**src/rtl/mac_pkg.sv**
```systemverilog
package mac_pkg;
  typedef enum logic [2:0] {
    OP_MUL_P    = 3'd0,
    OP_MUL_ACC  = 3'd1,
    OP_MUL_WIDE = 3'd2,
    OP_MAC      = 3'd3,
    OP_ADD_PROD = 3'd4,
    OP_DUAL     = 3'd5,
    OP_CLEAR    = 3'd6,
    OP_RSVD     = 3'd7
  } macOp_e;

  // strobes from control to datapath
  typedef struct packed {
    logic prodToP;
    logic lowToAcc;
    logic highToAcc;
    logic accAddP;
    logic accAddProd;
    logic dualMac;
    logic clearAll;
    logic legal;
  } macCtl_t;
endpackage

```
**src/rtl/mac_ctrl.sv**
```systemverilog
module mac_ctrl
  import mac_pkg::*;
(
  input  logic       clk,
  input  logic       rstN,
  input  logic       opValid,
  input  logic [2:0] opcode,
  output macCtl_t    ctl,
  output logic       done
);
  always_comb begin
    ctl = '0;
    if (opValid) begin
      case (macOp_e'(opcode))
        OP_MUL_P:    begin ctl.prodToP = 1'b1; ctl.legal = 1'b1; end
        OP_MUL_ACC:  begin ctl.lowToAcc = 1'b1; ctl.legal = 1'b1; end
        OP_MUL_WIDE: begin ctl.highToAcc = 1'b1; ctl.prodToP = 1'b1; ctl.legal = 1'b1; end
        OP_MAC:      begin ctl.accAddP = 1'b1; ctl.prodToP = 1'b1; ctl.legal = 1'b1; end
        OP_ADD_PROD: begin ctl.accAddProd = 1'b1; ctl.legal = 1'b1; end
        OP_DUAL:     begin ctl.dualMac = 1'b1; ctl.legal = 1'b1; end
        OP_CLEAR:    begin ctl.clearAll = 1'b1; ctl.legal = 1'b1; end
        default:     ctl = '0;
      endcase
    end
  end

  always_ff @(posedge clk) begin
    if (!rstN) done <= 1'b0;
    else       done <= ctl.legal;
  end
endmodule

```
**src/rtl/mac_datapath.sv**
```systemverilog
module mac_datapath
  import mac_pkg::*;
#(
  parameter int DATA_W = 32
) (
  input  logic              clk,
  input  logic              rstN,
  input  logic              loadTemp,
  input  logic [DATA_W-1:0] tempIn,
  input  logic [DATA_W-1:0] operand,
  input  macCtl_t           ctl,
  output logic [DATA_W-1:0] accOut,
  output logic [DATA_W-1:0] prodOut,
  output logic              ovfFlag
);
  localparam int HALF_W = DATA_W / 2;
  localparam int WIDE_W = 2 * DATA_W;
  localparam int LANES  = 2;

  logic [DATA_W-1:0] tempReg, accReg, prodReg;
  logic              ovfReg;

  logic signed [DATA_W-1:0] tempS, opS;
  logic signed [WIDE_W-1:0] fullProd;
  logic signed [DATA_W-1:0] laneProd [LANES];

  assign tempS    = tempReg;
  assign opS      = operand;
  assign fullProd = tempS * opS;

  for (genvar g = 0; g < LANES; g++) begin : gLane
    logic signed [HALF_W-1:0] laneA, laneB;
    assign laneA       = tempReg[g*HALF_W +: HALF_W];
    assign laneB       = operand[g*HALF_W +: HALF_W];
    assign laneProd[g] = laneA * laneB;
  end

  // accumulator adder: second input from P, the multiplier, or the high lane
  logic [DATA_W-1:0] addend, accSum;
  logic              adding, sumOvf;

  always_comb begin
    if (ctl.accAddP)         addend = prodReg;
    else if (ctl.accAddProd) addend = fullProd[DATA_W-1:0];
    else if (ctl.dualMac)    addend = laneProd[1];
    else                     addend = '0;
  end

  assign adding = ctl.accAddP | ctl.accAddProd | ctl.dualMac;
  assign accSum = accReg + addend;
  assign sumOvf = (accReg[DATA_W-1] == addend[DATA_W-1]) &&
                  (accSum[DATA_W-1] != accReg[DATA_W-1]);

  always_ff @(posedge clk) begin
    if (!rstN) begin
      tempReg <= '0;
      accReg  <= '0;
      prodReg <= '0;
      ovfReg  <= 1'b0;
    end else begin
      if (loadTemp) tempReg <= tempIn;

      if (ctl.clearAll) begin
        accReg  <= '0;
        prodReg <= '0;
      end
      if (ctl.lowToAcc)  accReg <= fullProd[DATA_W-1:0];
      if (ctl.highToAcc) accReg <= fullProd[WIDE_W-1:DATA_W];
      if (adding)        accReg <= accSum;

      if (ctl.prodToP) prodReg <= fullProd[DATA_W-1:0];
      if (ctl.dualMac) prodReg <= prodReg + laneProd[0];

      if (ctl.legal) ovfReg <= adding ? sumOvf : 1'b0;
    end
  end

  assign accOut  = accReg;
  assign prodOut = prodReg;
  assign ovfFlag = ovfReg;
endmodule

```
**src/rtl/dual_mac_unit.sv**
```systemverilog
module dual_mac_unit
  import mac_pkg::*;
#(
  parameter int DATA_W = 32
) (
  input  logic              clk,
  input  logic              rstN,
  input  logic              loadTemp,
  input  logic [DATA_W-1:0] tempIn,
  input  logic [DATA_W-1:0] operand,
  input  logic              opValid,
  input  logic [2:0]        opcode,
  output logic [DATA_W-1:0] accOut,
  output logic [DATA_W-1:0] prodOut,
  output logic              done,
  output logic              ovfFlag
);
  macCtl_t ctl;

  mac_ctrl u_ctrl (
    .clk     (clk),
    .rstN    (rstN),
    .opValid (opValid),
    .opcode  (opcode),
    .ctl     (ctl),
    .done    (done)
  );

  mac_datapath #(.DATA_W(DATA_W)) u_dp (
    .clk      (clk),
    .rstN     (rstN),
    .loadTemp (loadTemp),
    .tempIn   (tempIn),
    .operand  (operand),
    .ctl      (ctl),
    .accOut   (accOut),
    .prodOut  (prodOut),
    .ovfFlag  (ovfFlag)
  );
endmodule

```
**config.mk**
```make
export PLATFORM = sky130hd
export DESIGN_NAME = dual_mac_unit
export DESIGN_NICKNAME = d
export VERILOG_FILES = /design/src/rtl/mac_pkg.sv /design/src/rtl/mac_ctrl.sv /design/src/rtl/mac_datapath.sv /design/src/rtl/dual_mac_unit.sv
export SDC_FILE = /design/constraint.sdc
export NUM_CORES = 2
export LEC_CHECK = 0
export BUFFER_PORTS_ARGS = -buffer_cell sky130_fd_sc_hd__buf_2
export CORE_AREA = 3 3 268 336
export DETAILED_ROUTE_END_ITERATION = 7
export DIE_AREA = 0 0 271 339
export GPL_ROUTABILITY_DRIVEN = 0
export GPL_TIMING_DRIVEN = 1
export PLACE_DENSITY_LB_ADDON = 0.1
export SLEW_MARGIN = 5
export SYNTH_ARGS = -nofsm -noshare
export SYNTH_HDL_FRONTEND = slang
export SYNTH_SLANG_ARGS = --single-unit
```
**constraint.sdc**
```tcl
create_clock -name clk -period 16.64 [get_ports clk]
set_input_delay 0.832 -clock clk [delete_from_list [all_inputs] [get_ports clk]]
set_output_delay 0.832 -clock clk [all_outputs]
set_load 0.005 [all_outputs]
```
==> results.ini <==
[status]
outcome=completed

[critical_path]
timing.rr.end=u_dp.accOut[31]$_SDFFE_PN0P_
start_kind=primary input
worstSetupPathType=primary input to flop
rr_worst_depth=39
critical_path_buf_inv_count=7
path_max_fanout=32
reg2reg_slack_ns=6.66
slowest_stage=fa_1
arrival_ns=10.82
reg2reg_from=u_dp.tempReg[15]$_SDFFE_PN0P_
cp_data_required_time_ns=17.00
cp-end-kind=flop
cp.depth=39
critPathMaxStageDelay_ns=0.55
path_delay_family=adder cells

[hold_path]
min_to=u_dp.ovfFlag$_SDFFE_PN0P_
min_path_type=flop to flop
min_path_cells=2
min-delay-start=u_dp.ovfFlag$_SDFFE_PN0P_

[placement]
io_buffers=136
postPlaceCellArea_um2=58000
dp_hpwl_mm=136

[cells_and_area]
n_fill_cell=7197
drive_gt1_frac=0.0417
fin_util=0.670
design_area_um2=58300
syn_to_final_growth_pct=3.36
fin_nets=8026

[clock_tree]
clkSlewWorstSetupHoldPaths_ns=0.10
cts.sinks=98
cts-root-buf=clkbuf_16
hold_buffers=0
cts_made_buffers=9
tritoncts=built
htreeDepth=3
clk_latency_ns=0.43
post-cts-setup-buffer-count=0
ctsResizeCount=0
clk_path_buf_depth=2

[detailed_routing]
drt-total-wl_mm=160
vias_per_cell=5.81
routed-via-count=42200
drc=0
ant_nets=0
first_iter_violations=3120
drt_pass1_iterations=8
wl_per_cell_um=22.1

[synth]
yosysWarnings=0
synth_cell_types=86
syn-instance-count=6145
ys_seq_elements=98
syn-num-nets=8079
synth_area_per_cell_um2=9.18
synth-main-ff-cell=dfxtp_1
syn_area_um2=56400
synth_seq_area_share=0.0348
synth_edf_count=0
async_flop_share=0

[timing]
setup_viol=0
clock_skew_ns=0.0357
fin_crit_ns=10.45
rsz0062_at_grt=no
setup_tns_ns=0
slew_viol_final=0
tightestPinTransition_ns=1.04
fmax_mhz=95.7
hold_ws_ns=0.507
finalCritPeriodShare=0.628
hold_viol=0
slew_headroom=0.307

[die]
rows=121
die_y_um=339
io_pins=137
core_um2=87100
die-area_um2=91900
fp.dieW_um=271
start_util=0.648

[global_routing]
overflow=0
grt_antenna_before_repair=3
grt_max_degree=73
grt_pass1_wl_mm=257
first_global_vias=47200
track_usage=0.365

[job]
max_cap_violations=0

-- layout make-up --
cell class                 instances  area, um^2  share of cell area
antenna                            2        5.00           0.0000858
clock buffer                       9         225             0.00386
clock inverter                     7        95.1             0.00163
inverter                        1671        6270               0.108
multi-input combinational       4123       47200               0.810
sequential                        98        1960              0.0337
tap                             1168        1460              0.0251
timing repair buffer             189        1080              0.0185
-- metal layers --
| metal | up-vias | global-route usage | routed length, um |
|---|---|---|---|
| li1 | 18000 | - | - |
| met1 | 21700 | 0.408 | 54000 |
| met2 | 1792 | 0.641 | 81600 |
| met3 | 649 | 0.0478 | 10300 |
| met4 | 4 | 0.262 | 14300 |
| met5 | - | 0 | 28 |
-- worst register-to-register path: cells and delay by family (launching register included) --
family | cells | cell delay (ns)
compound gates | 14 | 2.43
xor+xnor | 2 | 0.61
fa+ha+maj | 10 | 4.21
buf+inv | 7 | 0.92
flops | 1 | 0.41
simple gates | 6 | 1.37
-- cells in the mapped netlist, types with 18 or more instances --
library cell  number  share of area
inv_1           1669           0.11
fa_1            1466           0.52
nand2_1          702          0.047
ha_1             397          0.088
and2_1           394          0.044
clkbuf_1         242          0.016
nor2_1           184          0.012
a21oi_1          125          0.011
o21ai_0          102         0.0090
xnor2_1          100          0.016
dfxtp_1           98          0.035
nand2b_1          67         0.0074
a21o_1            62         0.0083
xor2_1            57         0.0089
mux2i_1           41         0.0073
a221oi_1          40         0.0062
nand3_1           36         0.0032
a222oi_1          30         0.0053
nor3_1            23         0.0020
a22oi_1           21         0.0028
o21a_1            19         0.0025
nor2b_1           18         0.0020
-- through the flow --
step                      worst slack (ns)  instances
after floorplan                       7.33       6145
after global routing                  5.71       7265
after CTS                             6.39       7265
after global placement                6.18       7249
after detailed placement              5.99       7249
final                                 6.19       7267
-- kinds of logic after synthesis --
kind of cell,synth area share
compound gates,0.0706
xor+xnor,0.0244
fa+ha+maj,0.608
buf+inv,0.129
flops,0.0348
mux,0.00728
simple gates,0.126
-- placed cells by master, fill, tap and decap left out, types with 11 or more instances in the layout --
cell      count
o221ai_1     11
ha_1        397
a221oi_1     40
buf_4        53
a22oi_1      21
dfxtp_1      98
nand2b_1     67
and3_1       15
xnor2_1     100
inv_1      1669
o21ai_0     102
nand4_1      14
nand3_1      36
o21bai_1     16
a222oi_1     30
a21o_1       62
o21a_1       19
xor2_1       57
o22ai_1      12
a31oi_1      16
nor3_1       23
and2_1      394
nand2_1     702
nor2_1      181
a211oi_1     14
a21oi_1     125
nor2b_1      18
buf_2       136
mux2i_1      41
fa_1       1466
-- worst max-delay path by stage --
stage	from	end
6_report	operand[0]	u_dp.accOut[31]$_SDFFE_PN0P_
5_1_grt	operand[0]	u_dp.accOut[31]$_SDFFE_PN0P_
4_1_cts	operand[0]	u_dp.accOut[31]$_SDFFE_PN0P_
3_5_place_dp	operand[0]	u_dp.accOut[31]$_SDFFE_PN0P_
3_3_place_gp	operand[0]	u_dp.accOut[31]$_SDFFE_PN0P_
2_1_floorplan	operand[9]	u_dp.accOut[31]$_SDFFE_PN0P_
-- state kept, by name, summed over array words and instances (netlist names) --
name	flops
u_ctrl.done	1
u_dp.accOut	32
u_dp.ovfFlag	1
u_dp.prodOut	32
u_dp.tempReg	32
Power is not shown: default switching activity piles up to over one toggle a cycle in this logic, so the estimate is an artifact.
